**config.mk**
```make
export PLATFORM = sky130hd
export DESIGN_NAME = glyph_dot_serializer
export DESIGN_NICKNAME = d
export VERILOG_FILES = /design/src/rtl/dotser_pkg.sv /design/src/rtl/cell_timer.sv /design/src/rtl/cell_pattern_builder.sv /design/src/rtl/dot_shifter.sv /design/src/rtl/glyph_dot_serializer.sv
export SDC_FILE = /design/constraint.sdc
export NUM_CORES = 1
export LEC_CHECK = 0
export BUFFER_PORTS_ARGS = -buffer_cell sky130_fd_sc_hd__buf_4
export CAP_MARGIN = 0
export CORE_MARGIN = 2
export CORE_UTILIZATION = 36
export DETAILED_ROUTE_END_ITERATION = 12
export PLACE_DENSITY_LB_ADDON = 0.05
export SKIP_LAST_GASP = 1
export SYNTH_ARGS = -nofsm -noshare
export SYNTH_HDL_FRONTEND = slang
export SYNTH_SLANG_ARGS = --single-unit
```
**constraint.sdc**
```tcl
create_clock -name clk -period 1.2 [get_ports clk]
set_input_delay 0.06 -clock clk [delete_from_list [all_inputs] [get_ports clk]]
set_output_delay 0.06 -clock clk [all_outputs]
set_load 0.005 [all_outputs]
```
**src/rtl/dotser_pkg.sv**
```systemverilog
`timescale 1ns/1ps
// Shared constants and types for the character-cell dot serializer.
// Assumes a glyph row of 7 visible dots carried in an 8-bit font byte,
// with the spare least-significant bit used as the extend flag.
package dotser_pkg;

    localparam int FONT_BYTE_W = 8;   // width of one font row byte
    localparam int GLYPH_DOTS  = 7;   // visible dots per glyph row
    localparam int WIDE_CELL   = 10;  // dots per cell in wide mode
    localparam int NARROW_CELL = 9;   // dots per cell in narrow mode

    typedef enum logic {
        CELL_WIDE   = 1'b0,
        CELL_NARROW = 1'b1
    } cell_mode_e;

endpackage

```
**src/rtl/cell_timer.sv**
```systemverilog
`timescale 1ns/1ps
// Cell timer: counts dot clocks within a character cell and decodes the
// terminal count. The cell width is chosen by a mode register that is
// reloaded only on the terminal count, so a cell always completes at the
// width it started with.
// Assumes WIDE_CELL >= NARROW_CELL >= 2.
module cell_timer
    import dotser_pkg::*;
#(
    parameter int WIDE_W   = WIDE_CELL,
    parameter int NARROW_W = NARROW_CELL
) (
    input  logic clk,
    input  logic rst_n,
    input  logic narrow_req_i,
    output logic term_o,
    output logic cell_start_o
);

    localparam int CW = $clog2(WIDE_W);
    localparam logic [CW-1:0] WIDE_LAST   = CW'(WIDE_W - 1);
    localparam logic [CW-1:0] NARROW_LAST = CW'(NARROW_W - 1);

    logic [CW-1:0] cnt_q;
    logic [CW-1:0] last_idx;
    cell_mode_e    mode_q;
    logic          start_q;

    // Select the last dot index for the mode currently in force.
    always_comb begin
        last_idx = (mode_q == CELL_NARROW) ? NARROW_LAST : WIDE_LAST;
    end

    assign term_o = (cnt_q == last_idx);

    // Advance the dot counter, wrapping on the terminal count.
    always_ff @(posedge clk) begin
        if (!rst_n) begin
            cnt_q <= '0;
        end else if (term_o) begin
            cnt_q <= '0;
        end else begin
            cnt_q <= cnt_q + CW'(1);
        end
    end

    // Take on a new cell mode only at a cell boundary.
    always_ff @(posedge clk) begin
        if (!rst_n) begin
            mode_q <= CELL_WIDE;
        end else if (term_o) begin
            mode_q <= narrow_req_i ? CELL_NARROW : CELL_WIDE;
        end
    end

    // Mark the first dot of each cell one clock after the terminal count.
    always_ff @(posedge clk) begin
        if (!rst_n) begin
            start_q <= 1'b0;
        end else begin
            start_q <= term_o;
        end
    end

    assign cell_start_o = start_q;

endmodule

```
**src/rtl/cell_pattern_builder.sv**
```systemverilog
`timescale 1ns/1ps
// Cell pattern builder: expands one font byte into a full-width cell of
// dots, leftmost dot in the MSB. The upper GLYPH_DOTS bits of the byte
// become the glyph dots. The remaining cell positions are blank, or copies
// of the last glyph dot when the byte's extend flag (bit 0) is set.
// Assumes BYTE_W == GLYPH_DOTS + 1 and CELL_W >= GLYPH_DOTS.
module cell_pattern_builder
    import dotser_pkg::*;
#(
    parameter int BYTE_W = FONT_BYTE_W,
    parameter int GDOTS  = GLYPH_DOTS,
    parameter int CELL_W = WIDE_CELL
) (
    input  logic [BYTE_W-1:0] glyph_i,
    output logic [CELL_W-1:0] pattern_o
);

    localparam int PAD_DOTS = CELL_W - GDOTS;
    localparam int LAST_BIT = BYTE_W - GDOTS;   // byte bit of the last glyph dot

    logic extend;
    logic pad_dot;

    // Decide what fills the padding positions.
    always_comb begin
        extend  = glyph_i[0];
        pad_dot = extend & glyph_i[LAST_BIT];
    end

    // Place the glyph dots at the leftmost cell positions.
    for (genvar g = 0; g < GDOTS; g++) begin : g_glyph
        assign pattern_o[CELL_W-1-g] = glyph_i[BYTE_W-1-g];
    end

    // Fill the positions beyond the glyph.
    if (PAD_DOTS > 0) begin : g_pad
        for (genvar p = 0; p < PAD_DOTS; p++) begin : g_pos
            assign pattern_o[p] = pad_dot;
        end
    end

endmodule

```
**src/rtl/dot_shifter.sv**
```systemverilog
`timescale 1ns/1ps
// Dot shifter: loads a whole cell pattern on the load strobe and shifts
// it out MSB first, one dot per clock. The output dot is the register MSB,
// so dot 0 appears on the clock after the load.
// Assumes CELL_W >= 2.
module dot_shifter #(
    parameter int CELL_W = dotser_pkg::WIDE_CELL
) (
    input  logic              clk,
    input  logic              rst_n,
    input  logic              load_i,
    input  logic [CELL_W-1:0] pattern_i,
    output logic              dot_o
);

    logic [CELL_W-1:0] shreg_q;

    // Load a new cell or move the next dot into the output position.
    always_ff @(posedge clk) begin
        if (!rst_n) begin
            shreg_q <= '0;
        end else if (load_i) begin
            shreg_q <= pattern_i;
        end else begin
            shreg_q <= {shreg_q[CELL_W-2:0], 1'b0};
        end
    end

    assign dot_o = shreg_q[CELL_W-1];

endmodule

```
**src/rtl/glyph_dot_serializer.sv**
```systemverilog
`timescale 1ns/1ps
// Character-cell dot serializer top. Divides the dot clock into 10- or
// 9-dot cells, requests a glyph byte on the last dot of each cell and
// serializes it, padded to the cell width, into the video stream.
// Assumes the font lookup returns glyph_i in the same cycle that
// font_load_o is high.
module glyph_dot_serializer
    import dotser_pkg::*;
#(
    parameter int BYTE_W   = FONT_BYTE_W,
    parameter int GDOTS    = GLYPH_DOTS,
    parameter int WIDE_W   = WIDE_CELL,
    parameter int NARROW_W = NARROW_CELL
) (
    input  logic              clk,
    input  logic              rst_n,
    input  logic              narrow_mode_i,
    input  logic [BYTE_W-1:0] glyph_i,
    output logic              font_load_o,
    output logic              char_clk_o,
    output logic              video_o
);

    localparam int PAT_W = WIDE_W;   // pattern sized for the widest cell

    logic             term;
    logic [PAT_W-1:0] cell_pattern;

    cell_timer #(
        .WIDE_W   (WIDE_W),
        .NARROW_W (NARROW_W)
    ) u_timer (
        .clk          (clk),
        .rst_n        (rst_n),
        .narrow_req_i (narrow_mode_i),
        .term_o       (term),
        .cell_start_o (char_clk_o)
    );

    cell_pattern_builder #(
        .BYTE_W (BYTE_W),
        .GDOTS  (GDOTS),
        .CELL_W (PAT_W)
    ) u_builder (
        .glyph_i   (glyph_i),
        .pattern_o (cell_pattern)
    );

    dot_shifter #(
        .CELL_W (PAT_W)
    ) u_shifter (
        .clk       (clk),
        .rst_n     (rst_n),
        .load_i    (term),
        .pattern_i (cell_pattern),
        .dot_o     (video_o)
    );

    assign font_load_o = term;

endmodule

```
* Word-level counts from Yosys, hierarchy flattened
Cells that the tools add are included.
** Word-level totals
- Logic and storage cells :: 14
- Output and inout bits :: 3
- Bits in registers :: 16
- Input port bits :: 11
** Cells by class
- $add $sub $neg :: 1
- Multiplexer cells :: 3
- Equal/unequal tests :: 1
- Reductions and logical operators :: 2
- Bitwise gates (word level) :: 2
** Operator list (count)
- 10-bit two-way mux :: 1
- 4-bit by 1-bit adder with 4-bit output, second input constant :: 1
- 4-bit equality test :: 1
- 1-bit two-way mux :: 2
- 2-bit AND reduction :: 1
- 2-bit OR reduction :: 1
- 1-bit bitwise AND :: 1
- 1-bit inverter :: 1

* Depth between registers and ports, before layout
Gate-level depths: netlist of run 1.
- Depth in word-level cells :: 3
- Gate-level depth with buffers :: 4
- Gate-level depth less buffers :: 3

* Modules after synthesis
A second synthesis of run 1 with hierarchy kept.
** Second synthesis, totals
- Cells, all modules :: 65
- Area total of the unflattened synthesis :: 691.9 um2
** By module, submodules not included
- dot_shifter :: area an instance 365.4 um2, sequential area each 200.2 um2, cells each 30, instances 1
- cell_timer :: area an instance 245.2 um2, sequential area each 120.1 um2, cells each 24, instances 1
- cell_pattern_builder :: area an instance 81.3 um2, sequential area each 0.0 um2, cells each 11, instances 1

* Worst setup path after synthesis of run 1
OpenSTA, ideal clock, no wires.
- Path kind :: reg2reg
- Start point :: reg u_timer.cnt_q[0]
- End point :: reg u_shifter.shreg_q[3]
- Library setup time :: 0.117 ns
- Path slack :: 0.044 ns
- Arrival :: 1.039 ns
- Buffers on the path :: 1
- Stages on the path, launching flop included :: 5
- Required time :: 1.083 ns
- Clock period less this slack :: 1.156 ns
- Cells stage by stage :: dfxtp_1 > xor2_1 > a31oi_1 > buf_2 > a22o_2
** On the way
- Word-level cells in the longest chain between the ends :: 2
** RTL lines
- start, declared :: RTL line cell_timer.sv:24 : logic [CW-1:0] cnt_q;
- start signal, assigned :: RTL line cell_timer.sv:43 : cnt_q <= cnt_q + CW'(1);
- 4-bit equality test :: RTL line cell_timer.sv:34 : assign term_o = (cnt_q == last_idx);
- 10-bit two-way mux :: RTL line dot_shifter.sv:22 : end else if (load_i) begin
- end signal, assigned :: RTL line dot_shifter.sv:23 : shreg_q <= pattern_i;
- end signal, assigned :: RTL line dot_shifter.sv:25 : shreg_q <= {shreg_q[CELL_W-2:0], 1'b0};
- end, declared :: RTL line dot_shifter.sv:16 : logic [CELL_W-1:0] shreg_q;
No other way between the ends.
A chain may end at the register's enable or synchronous reset.

* Worst setup path in the final report of run 1
- Start point :: reg u_timer.mode_q
- End point :: reg u_shifter.shreg_q[7]
** On the way
- Word-level cells in the longest chain between the ends :: 3
** RTL lines
- start, declared :: RTL line cell_timer.sv:26 : cell_mode_e mode_q;
- start signal, assigned :: RTL line cell_timer.sv:52 : mode_q <= narrow_req_i ? CELL_NARROW : CELL_WIDE;
- 1-bit two-way mux :: RTL line cell_timer.sv:31 : last_idx = (mode_q == CELL_NARROW) ? NARROW_LAST : WIDE_LAST;
- 4-bit equality test :: RTL line cell_timer.sv:34
- 10-bit two-way mux :: RTL line dot_shifter.sv:22
No other way between the ends.

==> results of run 1 <==
==> kinds of logic after synthesis <==
family	count (synthesis)
adder cells (fa/ha/maj)	1
XOR/XNOR	3
AO/OA/AOI/OAI	11
buffers and inverters	3
flip-flops	16
AND/OR/NAND/NOR	9
==> area by class of cell <==
class	count	area share
clock buffers	4	0.0411
inverters	1	0.00426
multi-input cells	25	0.304
flip-flops and latches	16	0.372
well taps	15	0.0213
repair buffers	27	0.258
==> where the power goes <==
group | switching (mW) | internal [mW] | total [mW]
clock network | 0.170 | 0.185 | 0.355
logic | 0.0517 | 0.0802 | 0.132
registers | 0.0114 | 0.538 | 0.549
total | 0.233 | 0.803 | 1.04
==> placed cells by master (no fill, tap or decap), types with 2 or more instances in the layout <==
master / Yosys / final
dfxtp_1: 16 / 14
buf_6: 1 / 2
clkbuf_4: 0 / 3
dfxtp_4: 0 / 2
buf_4: 0 / 18
nor3_2: 0 / 2
a32o_1: 2 / 2
dlygate4sd3_1: 0 / 7
a22o_2: 8 / 8
==> final timing paths <==
check	start	to	depth (start not counted)
setup / recovery	u_timer.mode_q$_SDFFE_PN0N_	u_shifter.shreg_q[7]$_SDFF_PN0_	4
hold / removal	glyph_i[1]	u_shifter.shreg_q[3]$_SDFF_PN0_	2
hold reg to reg	u_shifter.shreg_q[6]$_SDFF_PN0_	u_shifter.shreg_q[7]$_SDFF_PN0_	1
setup reg to reg	u_timer.mode_q$_SDFFE_PN0N_	u_shifter.shreg_q[7]$_SDFF_PN0_	4
==> sequential cells by signal (all words and copies together) (netlist names) <==
name and flops:
u_shifter.shreg_q 10, u_timer.cell_start_o 1, u_timer.cnt_q 4, u_timer.mode_q 1
==> what timing repair did <==
action                                  in CTS  in global routing
hold buffers                                 7                  0
resized for setup                            6                  9
endpoints found under the setup margin      13                 15
pin swaps                                    1                  5
buffers inserted                             1                  1
gates cloned                                 0                  1
hold endpoints to repair                     7                  0
==> per-stage QoR <==
stage	util	cells	setup TNS, ns	setup slack, ns	instance area [um^2]
2_1_floorplan	-	43	0	0.0443	541
3_3_place_gp	0.502	74	-2.72	-0.260	678
3_5_place_dp	0.502	74	-3.56	-0.347	678
4_1_cts	0.604	86	-1.01	-0.103	816
5_1_grt	0.653	88	-1.18	-0.130	882
6_report	0.653	88	-0.848	-0.109	882
==> layer usage <==
| layer | global-route usage | part of all wire | vias to the layer above |
|---|---|---|---|
| met1 | 0.166 | 0.44 | 220 |
| met3 | 0.0255 | 0.057 | 5 |
| met4 | 0.113 | 0.033 | 0 |
| met2 | 0.203 | 0.47 | 19 |
| li1 | - | - | 221 |
| met5 | 0 | 0 | - |
==> critical path, cell delays in order, from the launching register on <==
cell	delay, ns
dfxtp_4	0.38
xor2_4	0.18
buf_4	0.15
a31oi_2	0.36
a22o_2	0.20
==> results.cfg, run 1 <==
[global_route]
track_usage = 0.136
grt_pass1_vias = 451
grt_max_degree = 13
antenna_found_initial = 0
grt_pass1_wl_um = 1790
grt_overflow_total = 0

[worst_setup_path]
timing_worst_setup_path_type = register to register
reg2reg_slack_ns = -0.11
worstPathArrival_ns = 1.56
cp-end-kind = register
cp.required_ns = 1.45
critPathMaxFanout = 5
start_kind = register

[synth]
synth_top_family_by_area = compound AO/OA/AOI/OAI gates
synthesis.area_um2 = 541
synth_largest_area_cell = dfxtp_1
async_flop_share = 0
yosys-top-cells-area = dfxtp_1, a22o_2, a32o_1, xor2_1, nor3_1
seq_area_frac_synth = 0.593
synth_cells = 43
syn_avg_cell_area_um2 = 12.6
synth.area.mux_share = 0
synth-main-ff-cell = dfxtp_1
ys_types = 17
synth-edff-count = 0
synthTopCellsByCount = dfxtp_1, a22o_2, nor3_1
ys_ff_latch = 16
synthAdderAreaFrac = 0.0231
synth_compound_area_frac = 0.197
synth_top_cell_area_share = 0.593
synth-xor-area-share = 0.0486
ys_warn_count = 0
yosys.area_share.simple = 0.102
syn_nets = 55
yosysMostFrequentCell = dfxtp_1

[die]
dieArea_mm2 = 0.00183
rows = 13
initial_core_util = 0.400
ios = 14
coreArea_mm2 = 0.00135
die_y_um = 42.8
dieWidth_um = 42.8

[final_layout]
fill_cells = 94
final_nets = 86
num_antenna_cells = 0
drive_gt1_frac = 0.575
multi_input_area_um2 = 268
area_growth_pct = 63.2
final-seq-area_um2 = 328

[cts]
htree_levels = 1
clockBufferDepth = 2
numCtsBuffers = 3
clk-insertion-delay-late_ns = 0.29
clockRootBuffer = clkbuf_4
cts_tree = yes
cts_sinks = 16
clkTransAtPathRegs_ns = 0.10

[drt]
avgViaCountPerCell = 5.28
drcViolationCount = 0
ant_nets = 0
first_pass_iters = 4
drt_iter0_markers = 4
vias = 465
wl_per_cell_um = 13.7
routed_wl_um = 1200

[sta]
maxSlewViolCount = 0
hold_ws_ns = 0.0176
setup_viol_count_final = 12
fin_crit_ns = 1.31
fin_worst_skew_ns = 0.0110
rsz0062_at_grt = true
min_period_over_period = 1.09
max_freq_mhz = 764
finalHoldViolCount = 0
worst_pin_slew_ns = 0.371
relSlewSlack = 0.752
fin_ws_ns = -0.109

[job]
maxCapViolCount = 0

[power]
powerDensity_mw_per_mm2 = 1170
peakVddDrop_v = 0.000799
power.leakage_nw = 0.374
power.total_mw = 1.04

[hold_path]
hold_class = primary input to register

[place]
dp_hpwl_um = 708
globalplace.congestion = 0.659
io_buffers = 13

[status]
outcome = complete, but fails checks
violations = negative setup slack
No activity file was read; power rests on OpenSTA's default activity.
==> run 2, diff against run 1 <==
--- a/config.mk
+++ b/config.mk
@@ -11,2 +11,3 @@
 export CORE_UTILIZATION = 36
+export CTS_BUF_LIST = sky130_fd_sc_hd__clkbuf_4
 export DETAILED_ROUTE_END_ITERATION = 12
==> constraint.sdc (replaced) <==
create_clock -name clk -period 1.2 [get_ports clk]
set_input_delay 0.36 -clock clk [delete_from_list [all_inputs] [get_ports clk]]
set_output_delay 0.36 -clock clk [all_outputs]
set_load 0.005 [all_outputs]
==> run 2 against run 1 <==
The flow still finishes with violations (negative setup slack). Non-clock buffer count decreased by 10. Flip-flop and latch count unchanged. Worst hold slack improved by 0.29 ns. Setup slack got worse by 0.14 ns. Global-route usage decreased by 1.0 points. Register-to-register slack improved by 0.04 ns. First-iteration DRC count increased by 130%. Combinational power decreased by 44%. Routed wire length decreased by 19%. Largest power group unchanged. Highest routed layer unchanged.
==> results.cfg, run 2 (synthesized netlist as in run 1, its figures left out) <==
[worst_setup_path]
path_buf_inv = 1
timing_worst_setup_path_type = register to primary output
start_kind = register
critPathMaxFanout = 2
reg2reg_slack_ns = -0.07
reg2regPathDepth = 5
crit_family = flip-flops
cpPeakStageDelay_ns = 0.36
timing.rr.end = u_timer.mode_q$_SDFFE_PN0N_
cp.required_ns = 0.84
critical-path-slowest-cell = dfxtp_2
cp-end-kind = primary output
worstPathArrival_ns = 1.09
rr_startpoint = u_timer.cnt_q[0]$_SDFF_PP0_
crit_chain = xor2_2, and3_4, buf_6

[cts]
cts_hold_buf = 0
cts_tree = yes
numCtsBuffers = 3
clkTransAtPathRegs_ns = 0.08
clk-insertion-delay-late_ns = 0.27
clockBufferDepth = 2
cts_sinks = 16
htree_levels = 1
clockRootBuffer = clkbuf_4

[drt]
drt_iter0_markers = 9
avgViaCountPerCell = 5.14
routed_wl_um = 979
first_pass_iters = 4
wl_per_cell_um = 12.7
drcViolationCount = 0
vias = 396
ant_nets = 0

[place]
dp_hpwl_um = 701
place_ws_ns = -0.0601
globalplace.congestion = 0.648
io_buffers = 13

[final_layout]
final_common_cell = buf_4
fill_cells = 122
largest_register_ffs = 10
fin_util = 0.531
final-seq-area_um2 = 323
top_regs = u_shifter.shreg_q: 10 flops, u_timer.cnt_q: 4 flops
multi_input_area_um2 = 214
area_growth_pct = 32.6
drive_gt1_frac = 0.548
regMostFlops = u_shifter.shreg_q
num_antenna_cells = 0
final_nets = 75
mostFrequentLayoutCells = buf_4, dfxtp_1, a22o_2

[sta]
finalHoldViolCount = 0
fin_crit_ns = 1.45
max_freq_mhz = 688
rsz0062_at_grt = true
min_period_over_period = 1.21
fin_worst_skew_ns = 0.00130
setup-tns-final_ns = -0.912
fin_ws_ns = -0.254
worst_pin_slew_ns = 0.204
maxSlewViolCount = 0
setup_viol_count_final = 11
relSlewSlack = 0.863

[global_route]
grt_pass1_vias = 426
grt_pass1_wl_um = 1740
track_usage = 0.126
antenna_found_initial = 0
grt_max_degree = 13
grt_overflow_total = 0

[power]
power.leakage_nw = 0.315
power.total_mw = 0.891
powerDensity_mw_per_mm2 = 1240
peakVddDrop_v = 0.000680

[status]
outcome = complete, but fails checks
violations = negative setup slack

[die]
dieArea_mm2 = 0.00183
initial_core_util = 0.400
coreArea_mm2 = 0.00135
dieWidth_um = 42.8
ios = 14
die_y_um = 42.8
rows = 13

[hold_path]
hold_path_depth = 2
min_from = glyph_i[7]
whs_endpoint = u_shifter.shreg_q[9]$_SDFF_PN0_
hold_class = primary input to register

[job]
maxCapViolCount = 0
-- run 2: cell count changes in the layout (fill, tap and decap cells not counted), moves of 2 or more --
cell,previous run,this run
nor3_2,2,0
dfxtp_2,0,2
dfxtp_4,2,0
nor3_1,1,3
buf_4,18,16
dlygate4sd3_1,7,0
-- run 2: worst register-to-register path: stages, from the launching register on --
cell and delay, ns:
dfxtp_2 0.34, xor2_2 0.18, buf_4 0.14, a31oi_1 0.21, buf_4 0.21, a22o_2 0.14
-- run 2: final cells by class --
type,instances,share of cell area
Sequential cell,16,0.450
Multi-Input combinational cell,24,0.298
Timing Repair Buffer,17,0.183
Clock buffer,3,0.0314
Tap cell,15,0.0262
Clock inverter,1,0.00524
Inverter,1,0.00524
-- run 2: repair_timing --
action | CTS | global route
pin swaps | 2 | 0
hold endpoints to repair | 0 | 0
setup buffers | 1 | 0
resized for setup | 6 | 0
setup endpoints to repair | 11 | 12
-- run 2: worst max path at each step --
stage | from | cells after the start | slack (ns) | end
final | u_timer.mode_q$_SDFFE_PN0N_ | 3 | -0.25 | font_load_o
after global routing | u_timer.mode_q$_SDFFE_PN0N_ | 3 | -0.31 | font_load_o
after CTS | u_timer.mode_q$_SDFFE_PN0N_ | 3 | -0.27 | font_load_o
after detailed placement | u_timer.mode_q$_SDFFE_PN0N_ | 3 | -0.06 | font_load_o
after global placement | u_timer.mode_q$_SDFFE_PN0N_ | 3 | -0.007 | font_load_o
after floorplan | u_timer.cnt_q[0]$_SDFF_PP0_ | 2 | 0.04 | font_load_o
-- run 2: routing by layer --
metal  part of all wire  vias up  track usage
li1                   -      199            -
met1               0.43      185        0.139
met2               0.49       10        0.203
met3              0.064        2       0.0468
met4              0.012        0       0.0750
met5                  0        -            0
-- run 2: where the power goes --
part,switching [mW],internal (mW)
registers,0.00934,0.541
clock network,0.147,0.120
logic,0.0305,0.0433
total,0.187,0.704
-- run 2: stage by stage --
| step | cells | area [um^2] | hold slack [ns] |
|---|---|---|---|
| final | 77 | 717 | 0.308 |
| after global routing | 77 | 717 | 0.289 |
| after CTS | 77 | 717 | 0.299 |
| after detailed placement | 72 | 663 | 0.432 |
| after global placement | 72 | 663 | 0.423 |
| after floorplan | 43 | 541 | 0.419 |
==> run 3, diff against run 2 <==
- SETUP_SLACK_MARGIN: not set -> 0.05
==> run 3 against run 2 <==
The flow still finishes with violations (negative setup slack). First-iteration DRC count shrank 22%. Combinational power grew 2%. Cell area up 1.0%. Clock power increased by 6%. Maximum frequency rose by 0.13%. Flip-flop and latch count is the same. Worst hold slack lost 0.012 ns. Critical path depth did not move. Routed wire length is 0.72% lower. Sequential power barely moved.
==> results.cfg, run 3 (synthesized netlist as in run 1, its figures left out) <==
[sta]
fin_ws_ns = -0.252
finalHoldViolCount = 0
rsz0062_at_grt = true
worst_pin_slew_ns = 0.194
relSlewSlack = 0.870
max_freq_mhz = 689
setup-tns-final_ns = -0.423
maxSlewViolCount = 0
min_period_over_period = 1.21
setup_viol_count_final = 11
fin_crit_ns = 1.45
fin_worst_skew_ns = 0.00151

[drt]
drt_iter0_markers = 7
drcViolationCount = 0
avgViaCountPerCell = 4.87
met2_length_um = 481
topRoutingLayerUsed = met3
ant_nets = 0
wl_met3_um = 66
routed_wl_um = 972
first_pass_iters = 2
vias = 380
wl_met1_um = 423
wl_per_cell_um = 12.5

[worst_setup_path]
worstPathArrival_ns = 1.09
cp.required_ns = 0.84
timing_worst_setup_path_type = register to primary output
reg2reg_slack_ns = -0.03
cp-end-kind = primary output
start_kind = register
critPathMaxFanout = 2

[cts]
cts_tree = yes
clockBufferDepth = 2
numCtsBuffers = 3
clk-insertion-delay-late_ns = 0.28
clkTransAtPathRegs_ns = 0.09
cts_hold_buf = 0
htree_levels = 1
cts_sinks = 16
clockRootBuffer = clkbuf_4

[die]
coreArea_mm2 = 0.00135
ios = 14
initial_core_util = 0.400
die_y_um = 42.8
rows = 13
dieWidth_um = 42.8
dieArea_mm2 = 0.00183

[final_layout]
final_nets = 76
top_regs = u_shifter.shreg_q: 10 flops, u_timer.cnt_q: 4 flops
regMostFlops = u_shifter.shreg_q
area_growth_pct = 34.0
mostFrequentLayoutCells = buf_4, dfxtp_1, a22o_2
final_common_cell = buf_4
drive_gt1_frac = 0.556
largest_register_ffs = 10
num_antenna_cells = 0

[status]
violations = negative setup slack
outcome = complete, but fails checks

[global_route]
grt_max_degree = 13
grt_pass1_vias = 401
antenna_found_initial = 0
grt_pass1_wl_um = 1600
track_usage = 0.119
grt_overflow_total = 0

[place]
globalplace.congestion = 0.632
io_buffers = 13
dp_hpwl_um = 695

[power]
powerDensity_mw_per_mm2 = 1250
power.total_mw = 0.908
power.leakage_nw = 0.320
peakVddDrop_v = 0.000597

[hold_path]
hold_class = primary input to register

[job]
maxCapViolCount = 0
-- run 3: cell types whose count changed in the layout (fill, tap and decap cells not counted) --
cell	previous run	this run
buf_4	16	17
-- run 3: worst paths after layout --
check                                       start                               to  depth (start not counted)
setup / recovery      u_timer.cnt_q[0]$_SDFF_PP0_                      font_load_o                          3
hold / removal                         glyph_i[3]  u_shifter.shreg_q[5]$_SDFF_PN0_                          2
setup reg to reg      u_timer.mode_q$_SDFFE_PN0N_  u_shifter.shreg_q[1]$_SDFF_PN0_                          4
hold reg to reg   u_shifter.shreg_q[1]$_SDFF_PN0_  u_shifter.shreg_q[2]$_SDFF_PN0_                          1
-- run 3: cell type report --
cell class / instances / area, um^2
Clock buffer: 3 / 22.5
Clock inverter: 1 / 3.75
Fill cell: 120 / 626
Inverter: 1 / 3.75
Multi-Input combinational cell: 24 / 214
Sequential cell: 16 / 323
Tap cell: 15 / 18.8
Timing Repair Buffer: 18 / 139
-- run 3: repair_timing --
| action | in CTS | in global routing |
|---|---|---|
| gates resized for setup | 4 | 0 |
| buffers inserted | 1 | 0 |
| pin swaps | 2 | 0 |
| endpoints found under the setup margin | 13 | 13 |
-- run 3: layer usage --
metal	global-route usage	vias to the layer above
met4	0.0938	0
met3	0.0255	0
met5	0	-
li1	-	197
met2	0.185	10
met1	0.138	173
-- run 3: critical path: stages, from the launching register on --
cell and delay [ns]:
dfxtp_2 0.36, xor2_2 0.16, and3_4 0.21, buf_6 0.09
-- run 3: stage by stage --
step           cell area (um^2)  setup slack [ns]  utilization  hold WS [ns]  std cells
2_1_floorplan               548            0.0560            -         0.419         43
3_3_place_gp                676           -0.0241        0.500         0.424         73
3_5_place_dp                676           -0.0568        0.500         0.428         73
4_1_cts                     724            -0.270        0.537         0.280         78
5_1_grt                     724            -0.312        0.537         0.276         78
6_report                    724            -0.252        0.537         0.296         78
-- run 3: power breakdown --
part / internal [mW] / total (mW) / switching, mW
logic: 0.0449 / 0.0751 / 0.0302
clock network: 0.121 / 0.283 / 0.163
registers: 0.541 / 0.549 / 0.00874
total: 0.706 / 0.908 / 0.202
